===== src/rtl/cmd_frame_pkg.sv =====
package cmd_frame_pkg;

  localparam logic [15:0] SYNC_FIRST  = 16'hAAF0;
  localparam logic [15:0] SYNC_SECOND = 16'hBB55;
  localparam int          LAST_WORD   = 6;
  localparam int          IDX_W       = $clog2(LAST_WORD + 1);

  typedef enum logic [3:0] {
    WAVE_NONE   = 4'd0,
    WAVE_SINE   = 4'd1,
    WAVE_SQUARE = 4'd2,
    WAVE_TRI    = 4'd3,
    WAVE_SAW    = 4'd4,
    WAVE_NOISE  = 4'd5,
    WAVE_USER1  = 4'd6,
    WAVE_USER2  = 4'd7,
    WAVE_USER3  = 4'd8,
    WAVE_USER4  = 4'd9
  } wave_e;

  typedef struct packed {
    logic rdReq;
    logic clrIdx;
    logic incIdx;
    logic ldCmd;
    logic ldFreqHi;
    logic ldFreqLo;
    logic ldAmp;
    logic ldPhase;
    logic finishOk;
    logic finishErr;
  } ctl_strobes_t;

endpackage


===== src/rtl/cmd_frame_ctrl.sv =====
module cmd_frame_ctrl
  import cmd_frame_pkg::*;
#(
  parameter int RD_LAT = 2
) (
  input  logic             clk,
  input  logic             rstN,
  input  logic             start,
  input  logic [IDX_W-1:0] wordIdx,
  input  logic             isSyncFirst,
  input  logic             isSyncSecond,
  input  logic             cmdStore,
  input  logic             regionOk,
  input  logic             codeOk,
  output ctl_strobes_t     strb
);

  localparam int CNT_W = $clog2(RD_LAT + 1);

  typedef enum logic [1:0] {ST_IDLE, ST_READ, ST_WAIT} state_e;

  state_e     state, stateNext;
  logic [CNT_W-1:0] latCnt;
  logic       dataReady;

  assign dataReady = (state == ST_WAIT) && (latCnt == CNT_W'(RD_LAT));

  always_ff @(posedge clk or negedge rstN) begin
    if (!rstN) begin
      state  <= ST_IDLE;
      latCnt <= '0;
    end else begin
      state <= stateNext;
      if (state == ST_READ)
        latCnt <= CNT_W'(1);
      else if (state == ST_WAIT && !dataReady)
        latCnt <= latCnt + CNT_W'(1);
    end
  end

  always_comb begin
    strb      = '0;
    stateNext = state;
    unique case (state)
      ST_IDLE: begin
        if (start) begin
          strb.clrIdx = 1'b1;
          stateNext   = ST_READ;
        end
      end
      ST_READ: begin
        strb.rdReq = 1'b1;
        stateNext  = ST_WAIT;
      end
      ST_WAIT: begin
        if (dataReady) begin
          stateNext = ST_IDLE;
          case (wordIdx)
            IDX_W'(0): begin
              if (isSyncFirst) begin
                strb.incIdx = 1'b1;
                stateNext   = ST_READ;
              end else strb.finishErr = 1'b1;
            end
            IDX_W'(1): begin
              if (isSyncSecond) begin
                strb.incIdx = 1'b1;
                stateNext   = ST_READ;
              end else strb.finishErr = 1'b1;
            end
            IDX_W'(2): begin
              if (cmdStore) begin
                strb.ldCmd     = regionOk;
                strb.finishOk  = regionOk;
                strb.finishErr = !regionOk;
              end else if (codeOk) begin
                strb.ldCmd  = 1'b1;
                strb.incIdx = 1'b1;
                stateNext   = ST_READ;
              end else strb.finishErr = 1'b1;
            end
            IDX_W'(3): begin
              strb.ldFreqHi = 1'b1;
              strb.incIdx   = 1'b1;
              stateNext     = ST_READ;
            end
            IDX_W'(4): begin
              strb.ldFreqLo = 1'b1;
              strb.incIdx   = 1'b1;
              stateNext     = ST_READ;
            end
            IDX_W'(5): begin
              strb.ldAmp  = 1'b1;
              strb.incIdx = 1'b1;
              stateNext   = ST_READ;
            end
            IDX_W'(6): begin
              strb.ldPhase  = 1'b1;
              strb.finishOk = 1'b1;
            end
            default: strb.finishErr = 1'b1;
          endcase
        end
      end
      default: stateNext = ST_IDLE;
    endcase
  end

  // Latency counter never runs past the configured read latency.
  assert_lat_bound_R1: assert property (@(posedge clk) disable iff (!rstN)
    latCnt <= CNT_W'(RD_LAT));

  // A read request is always followed by a wait, never a second request.
  assert_single_outstanding_R1: assert property (@(posedge clk) disable iff (!rstN)
    strb.rdReq |=> (state == ST_WAIT));

endmodule


===== src/rtl/cmd_frame_dpath.sv =====
module cmd_frame_dpath
  import cmd_frame_pkg::*;
#(
  parameter int ADDR_W = 18
) (
  input  logic              clk,
  input  logic              rstN,
  input  ctl_strobes_t      strb,
  input  logic [15:0]       ramRdData,
  output logic              ramRdEn,
  output logic [ADDR_W-1:0] ramAddr,
  output logic [IDX_W-1:0]  wordIdx,
  output logic              isSyncFirst,
  output logic              isSyncSecond,
  output logic              cmdStore,
  output logic              regionOk,
  output logic              codeOk,
  output logic              paramValid,
  output logic              paramError,
  output logic              storeMode,
  output logic [3:0]        waveType,
  output logic [1:0]        userRegion,
  output logic [31:0]       freqWord,
  output logic [15:0]       ampWord,
  output logic [15:0]       phaseWord
);

  logic [3:0] codeField;

  assign ramRdEn      = strb.rdReq;
  assign ramAddr      = {{(ADDR_W-IDX_W){1'b0}}, wordIdx};
  assign isSyncFirst  = (ramRdData == SYNC_FIRST);
  assign isSyncSecond = (ramRdData == SYNC_SECOND);
  assign cmdStore     = ramRdData[15];
  assign regionOk     = (ramRdData[14:10] == 5'd0);
  assign codeField    = ramRdData[14:11];
  assign codeOk       = (codeField >= 4'(WAVE_SINE)) && (codeField <= 4'(WAVE_USER4));

  always_ff @(posedge clk or negedge rstN) begin
    if (!rstN) begin
      wordIdx    <= '0;
      storeMode  <= 1'b0;
      waveType   <= '0;
      userRegion <= '0;
      freqWord   <= '0;
      ampWord    <= '0;
      phaseWord  <= '0;
      paramValid <= 1'b0;
      paramError <= 1'b0;
    end else begin
      paramValid <= strb.finishOk;
      paramError <= strb.finishErr;
      if (strb.clrIdx)      wordIdx <= '0;
      else if (strb.incIdx) wordIdx <= wordIdx + IDX_W'(1);
      if (strb.ldCmd) begin
        storeMode <= ramRdData[15];
        if (ramRdData[15]) userRegion <= ramRdData[9:8];
        else               waveType   <= codeField;
      end
      if (strb.ldFreqHi) freqWord[31:16] <= ramRdData;
      if (strb.ldFreqLo) freqWord[15:0]  <= ramRdData;
      if (strb.ldAmp)    ampWord         <= ramRdData;
      if (strb.ldPhase)  phaseWord       <= ramRdData;
    end
  end

  assert_addr_range_R1: assert property (@(posedge clk) disable iff (!rstN)
    ramRdEn |-> (ramAddr <= ADDR_W'(LAST_WORD)));

  assert_strobe_excl_R8: assert property (@(posedge clk) disable iff (!rstN)
    !(paramValid && paramError));

  assert_valid_pulse_R8: assert property (@(posedge clk) disable iff (!rstN)
    paramValid |=> !paramValid);

  assert_error_pulse_R8: assert property (@(posedge clk) disable iff (!rstN)
    paramError |=> !paramError);

  assert_gen_code_R5: assert property (@(posedge clk) disable iff (!rstN)
    (paramValid && !storeMode) |-> (waveType >= 4'd1 && waveType <= 4'd9));

  assert_no_read_on_strobe_R2: assert property (@(posedge clk) disable iff (!rstN)
    (paramValid || paramError) |-> !ramRdEn);

endmodule


===== src/rtl/cmd_frame_parser.sv =====
module cmd_frame_parser
  import cmd_frame_pkg::*;
#(
  parameter int ADDR_W = 18,
  parameter int RD_LAT = 2
) (
  input  logic              clk,
  input  logic              rstN,
  input  logic              start,
  output logic              ramRdEn,
  output logic [ADDR_W-1:0] ramAddr,
  input  logic [15:0]       ramRdData,
  output logic              paramValid,
  output logic              paramError,
  output logic              storeMode,
  output logic [3:0]        waveType,
  output logic [1:0]        userRegion,
  output logic [31:0]       freqWord,
  output logic [15:0]       ampWord,
  output logic [15:0]       phaseWord
);

  ctl_strobes_t     strb;
  logic [IDX_W-1:0] wordIdx;
  logic             isSyncFirst, isSyncSecond, cmdStore, regionOk, codeOk;

  cmd_frame_ctrl #(.RD_LAT(RD_LAT)) i_ctrl (
    .clk(clk), .rstN(rstN), .start(start), .wordIdx(wordIdx),
    .isSyncFirst(isSyncFirst), .isSyncSecond(isSyncSecond),
    .cmdStore(cmdStore), .regionOk(regionOk), .codeOk(codeOk),
    .strb(strb)
  );

  cmd_frame_dpath #(.ADDR_W(ADDR_W)) i_dpath (
    .clk(clk), .rstN(rstN), .strb(strb), .ramRdData(ramRdData),
    .ramRdEn(ramRdEn), .ramAddr(ramAddr), .wordIdx(wordIdx),
    .isSyncFirst(isSyncFirst), .isSyncSecond(isSyncSecond),
    .cmdStore(cmdStore), .regionOk(regionOk), .codeOk(codeOk),
    .paramValid(paramValid), .paramError(paramError),
    .storeMode(storeMode), .waveType(waveType), .userRegion(userRegion),
    .freqWord(freqWord), .ampWord(ampWord), .phaseWord(phaseWord)
  );

endmodule


===== config.mk =====
export PLATFORM = sky130hd
export DESIGN_NAME = cmd_frame_parser
export DESIGN_NICKNAME = d
export VERILOG_FILES = /design/src/rtl/cmd_frame_pkg.sv /design/src/rtl/cmd_frame_ctrl.sv /design/src/rtl/cmd_frame_dpath.sv /design/src/rtl/cmd_frame_parser.sv
export SDC_FILE = /design/constraint.sdc
export NUM_CORES = 1
export LEC_CHECK = 0
export BUFFER_PORTS_ARGS = -buffer_cell sky130_fd_sc_hd__buf_2
export CAP_MARGIN = 20
export CELL_PAD_IN_SITES_DETAIL_PLACEMENT = 1
export CELL_PAD_IN_SITES_GLOBAL_PLACEMENT = 1
export CORE_ASPECT_RATIO = 1.2
export CORE_MARGIN = 2
export CORE_UTILIZATION = 43
export DETAILED_ROUTE_END_ITERATION = 8
export HOLD_SLACK_MARGIN = 0.02
export PLACE_DENSITY_LB_ADDON = 0.05
export SETUP_SLACK_MARGIN = 0.4
export SYNTH_ARGS = -nofsm -noshare
export SYNTH_HDL_FRONTEND = slang
export SYNTH_SLANG_ARGS = --single-unit

===== constraint.sdc =====
create_clock -name clk -period 3.45 [get_ports clk]
set_input_delay 0.5175 -clock clk [delete_from_list [all_inputs] [get_ports clk]]
set_output_delay 0.5175 -clock clk [all_outputs]
set_load 0.01 [all_outputs]

* Word level (Yosys, flattened, before mapping)
Index checks and enable logic that the tools add are counted.
** Word-level totals
- Register bits after elaboration :: 80
- Input bits :: 19
- Output and inout port bits :: 92
- Logic and storage cells :: 80
** Cells by class
- Add/sub/neg operators :: 2
- Magnitude comparators :: 2
- Eq/ne operators :: 13
- Muxes and demuxes :: 35
- Bitwise logic cells :: 1
- Reduce and logical (&&, ||, !) cells :: 15
** Operator list (count)
- == test 16 bit (second input constant) :: 2
- 2-to-1 mux 1 bit :: 20
- 2-to-1 mux 8 bit :: 2
- 2-to-1 mux 2 bit :: 6
- == test 3 bit (second input constant) :: 3
- case mux 1 bit (4 select lines) :: 2
- case mux 2 bit (4 select lines) :: 1
- == test 3 x 2 -> 1 bit (second input constant) :: 2
- 2-to-1 mux 3 bit :: 2
- case mux 2 bit (3 select lines) :: 1
- AND reduction 2 bit :: 3
- logical NOT 5 bit :: 1
- == test 2 bit (second input constant) :: 2
- >= comparator 4 x 1 -> 1 bit (second input constant) :: 1
- less-or-equal comparator 4 bit (second input constant) :: 1
- nonzero test 2 bit :: 2
- OR reduction 4 bit :: 1
- adder 3 x 1 -> 3 bit (second input constant) :: 1
- == test 3 x 1 -> 1 bit (second input constant) :: 1
- logical AND 1 bit :: 3
- logical NOT 3 bit :: 1
- OR reduction 3 bit :: 1
- adder 2 x 1 -> 2 bit (second input constant) :: 1
- == test 2 x 1 -> 1 bit (second input constant) :: 1
- 6 further kinds :: 7

* Logic depth before layout (Yosys ltp)
- Word-level depth :: 9
- Depth in mapped cells :: 8
- Gate-level depth less buffers :: 7

* Cells and area by module
A second synthesis with hierarchy kept.
** Unflattened totals
- Cell total of the unflattened synthesis :: 247
- Area, all modules :: 3472.1 um^2
** By module, submodules not included
- cmd_frame_dpath :: times used 1, cells an instance 200, area an instance 3072.9 um^2, seq. area each 1901.8 um^2
- cmd_frame_ctrl :: times used 1, cells an instance 47, area an instance 399.1 um^2, seq. area each 100.1 um^2

* Least setup slack after synthesis
No wires, ideal clock.
- Path type :: input port to flip-flop
- Start :: in ramRdData[13]
- End :: reg i_dpath.storeMode
- Library setup time :: 0.125 ns
- Arrival :: 1.827 ns
- Data required time :: 3.325 ns
- Slack :: 1.498 ns
- Stages on the path :: 6
- Path buffers :: 1
- Cell sequence :: buf_6 > or3_4 > nor4b_4 > a211oi_2 > nor3_1 > mux2_2
** On the way
- Longest elaborated chain between the ends :: 7
** RTL lines
- start, declared :: RTL line cmd_frame_parser.sv:12 : input logic [15:0] ramRdData,
- >= comparator 4 x 1 -> 1 bit / less-or-equal comparator 4 bit (equally long branches) :: RTL line cmd_frame_dpath.sv:37 : assign codeOk = (codeField >= 4'(WAVE_SINE)) && (codeField <= 4'(WAVE_USER4));
- logical AND 1 bit :: RTL line cmd_frame_dpath.sv:37
- 2-to-1 mux 2 bit :: RTL line cmd_frame_ctrl.sv:76 : end else if (codeOk) begin
- 2-to-1 mux 1 bit * :: RTL line cmd_frame_ctrl.sv:72 : if (cmdStore) begin
- 2-to-1 mux 1 bit * :: RTL line cmd_frame_ctrl.sv:58 : case (wordIdx)
- 2-to-1 mux 8 bit * :: RTL line cmd_frame_ctrl.sv:56 : if (dataReady) begin
- 2-to-1 mux 8 bit * :: RTL line cmd_frame_ctrl.sv:44 : unique case (state)
- end signal, assigned :: RTL line cmd_frame_dpath.sv:56 : storeMode <= ramRdData[15];
- end, declared :: RTL line cmd_frame_dpath.sv:20 : output logic storeMode,
Every way passes the cells marked *; elsewhere a longest branch is shown, timed or not.
A chain may end at the register's enable or synchronous reset.

* Final worst setup path
- Start :: reg i_ctrl.latCnt[0]
- End :: reg i_dpath.freqWord[30]
** On the way
- Longest elaborated chain between the ends :: 4
** RTL lines
- start, declared :: RTL line cmd_frame_ctrl.sv:23 : logic [CNT_W-1:0] latCnt;
- start signal, assigned :: RTL line cmd_frame_ctrl.sv:37 : latCnt <= latCnt + CNT_W'(1);
- == test 2 bit :: RTL line cmd_frame_ctrl.sv:26 : assign dataReady = (state == ST_WAIT) && (latCnt == CNT_W'(RD_LAT));
- logical AND 1 bit :: RTL line cmd_frame_ctrl.sv:26
- 2-to-1 mux 8 bit :: RTL line cmd_frame_ctrl.sv:56
- 2-to-1 mux 8 bit :: RTL line cmd_frame_ctrl.sv:44
- end signal, assigned :: RTL line cmd_frame_dpath.sv:60 : if (strb.ldFreqHi) freqWord[31:16] <= ramRdData;
- end, declared :: RTL line cmd_frame_dpath.sv:23 : output logic [31:0] freqWord,
Every way passes these cells.

==> impl_metrics.ini <==
[route]
drc = 0
wl_per_cell_um = 17.5
vias_per_cell = 5.14
drt_iter0_markers = 71
drt_wl_total_um = 7830
vias = 2303
antenna_left = 0
dr.pass1.iters = 4

[layout]
ff_latch_area_um2 = 2000
fin_nets = 374
stdcell_area_um2 = 4210
final_common_cell = buf_2
n_fill_cell = 850
area_growth_pct = 18.9
final_cell_mix = buf_2, dfrtp_1, mux2_2
layout-drive-gt1-share_pct = 54.7
multiInputGateArea_um2 = 1390
diodes = 0

[yosys]
synth_top_family_by_area = multiplexers
synthAdderAreaFrac_pct = 2.12
synth_area_leaders = dfrtp_1, mux2_2, buf_4, ha_1, nor2_1
async_reset_ff_share_pct = 100
synth-seq-cells = 80
synth_compound_area_share_pct = 3.53
synth-xor-area-share_pct = 0
synth_seq_area_share_pct = 56.6
synth_top_area_share_pct = 56.6
synthCells = 254
avgSynthCellArea_um2 = 13.9
yosysWarnings = 0
synth_top_area_cell = dfrtp_1
yosys.area_share.simple_pct = 8.41
synth_ff_type = dfrtp_1
synth_edf_count = 0
muxShareOfSynthArea_pct = 23.6
syn-cell-area_um2 = 3540
synth_cell_types = 43

[clock_tree]
htree_levels = 3
clk_pin_slew_ps = 90
cts_setup_buffers = 0
clock_path_buffers = 2
hold_buffers = 0
numCtsBuffers = 9
post_cts_resized = 0
cts.sinks = 80
tritoncts = done
clkLatencyLatePin_ps = 360
cts-root-buf = clkbuf_8

[timing]
relSlewSlack_pct = 50.9
period_minus_slack_ps = 2330
timing.hold.ws_ps = 94.9
skew_ps = 11.3
fin_crit_sh_pct = 67.5
hold_viol_final = 0
slew_violations = 0
fmax_mhz = 429
finalSetupViolCount = 0
fin_tns_setup_ps = 0
worst_slew_pin_slew_ps = 735
rsz0062_at_grt = no

[global_routing]
grt_overflow_total = 0
antenna_found_initial = 0
grt_pass1_vias = 2337
grtUsageTotal_pct = 18.7
grt_pass1_wl_um = 12400
grt_max_degree = 81

[critical_path]
critPathLaunchType = flip-flop
path_class = reg -> reg
arrival_ps = 2570
endpoint_kind = flip-flop
worstPathRequired_ps = 3690
path_max_fanout = 16

[floorplanning]
io_pins = 111
rows = 36
core_um2 = 8060
initial_core_util_pct = 43.9
dieHeight_um = 103
dieWidth_um = 86.8
dieArea_um2 = 8980

[place]
place.gp.congestion = 0.718
port_buffers = 95
dp_hpwl_um = 5480
place_area_um2 = 4010

[pwr]
ir_drop_v = 0.000248
power_density_nw_per_um2 = 457
leakage_nw = 2.02
fin_total_pwr_w = 0.00192

[run]
cap_viol_max_count = 0

[run_status]
status = completed

[worst_hold_path]
holdCritPathClass = in -> async
==> synth_stat cells (2+ instances only) <==
library cell  number
nor4b_1            2
mux2_2            69
dfrtp_1           80
nand2_1           11
mux2i_1            3
buf_4             17
mux2_4             2
buf_2              6
inv_1              6
nand3_2            3
nor3b_1            3
o21ai_0            2
a21o_1             2
nand3_1            2
nor3_1             2
ha_1               6
nor2_1            12
==> sequential cells by signal, summed over array words and instances, names as in the netlist <==
register and cells:
i_dpath.freqWord 32, i_dpath.ampWord 16, i_dpath.phaseWord 16, i_dpath.waveType 4
i_dpath.wordIdx 3, i_ctrl.latCnt 2, i_ctrl.state 2, i_dpath.userRegion 2
i_dpath.paramError 1, i_dpath.paramValid 1, i_dpath.storeMode 1
==> metrics by stage <==
step / std cells / setup slack, ps / util [%]
6_report: 448 / 1120 / 52.2
5_1_grt: 448 / 889 / 52.2
4_1_cts: 447 / 1050 / 51.9
3_5_place_dp: 432 / 1060 / 49.8
3_3_place_gp: 432 / 1110 / 49.8
2_1_floorplan: 268 / 1500 / -
==> power by group <==
group          internal [W]  leakage (nW)  total [W]  switching (W)
sequential         0.000998         0.961    0.00104      0.0000406
clock              0.000259        0.0777   0.000612       0.000352
combinational      0.000120         0.982   0.000274       0.000154
total               0.00138          2.02    0.00192       0.000547
==> final timing paths <==
kind / startpoint / to / slack, ps / cells past startpoint
max: i_ctrl.latCnt[0]$_DFFE_PN0P_ / i_dpath.freqWord[30]$_DFFE_PN0P_ / 1120 / 5
max in group asynchronous: rstN / i_dpath.freqWord[30]$_DFFE_PN0P_ / 2750 / 2
min: rstN / i_dpath.ampWord[3]$_DFFE_PN0P_ / 90 / 1
min reg2reg: i_dpath.freqWord[15]$_DFFE_PN0P_ / i_dpath.freqWord[15]$_DFFE_PN0P_ / 500 / 1
min in group clk: ramRdData[3] / i_dpath.phaseWord[3]$_DFFE_PN0P_ / 450 / 2
max reg2reg: i_ctrl.latCnt[0]$_DFFE_PN0P_ / i_dpath.freqWord[30]$_DFFE_PN0P_ / 1120 / 5
==> logic make-up after synthesis <==
group	count (synthesis)
adder cells (fa/ha/maj)	6
AO/OA/AOI/OAI	15
AND/OR/NAND/NOR	46
other	1
flip-flops	80
multiplexers	74
buffers and inverters	32
==> critical path: stages (launching register included) <==
cell	delay [ps]
dfrtp_1	370
inv_1	110
ha_1	220
and3b_1	480
nand2_1	560
mux2_2	460
==> cell type report <==
type	count	area share [%]
timing repair buffer	96	12.0
multi-input combinational	156	33.1
clock buffer	9	2.94
tap	95	2.82
clock inverter	6	1.07
inverter	6	0.535
sequential	80	47.6
==> per-layer routing <==
| layer | global-route usage, % | up-vias | wire, um |
|---|---|---|---|
| met5 | 0 | - | 0 |
| met4 | 8.41 | 0 | 155 |
| met3 | 5.40 | 13 | 438 |
| met2 | 30.7 | 63 | 3990 |
| met1 | 22.9 | 1173 | 3240 |
| li1 | - | 1054 | - |
(Power assumes the default switching activity.)
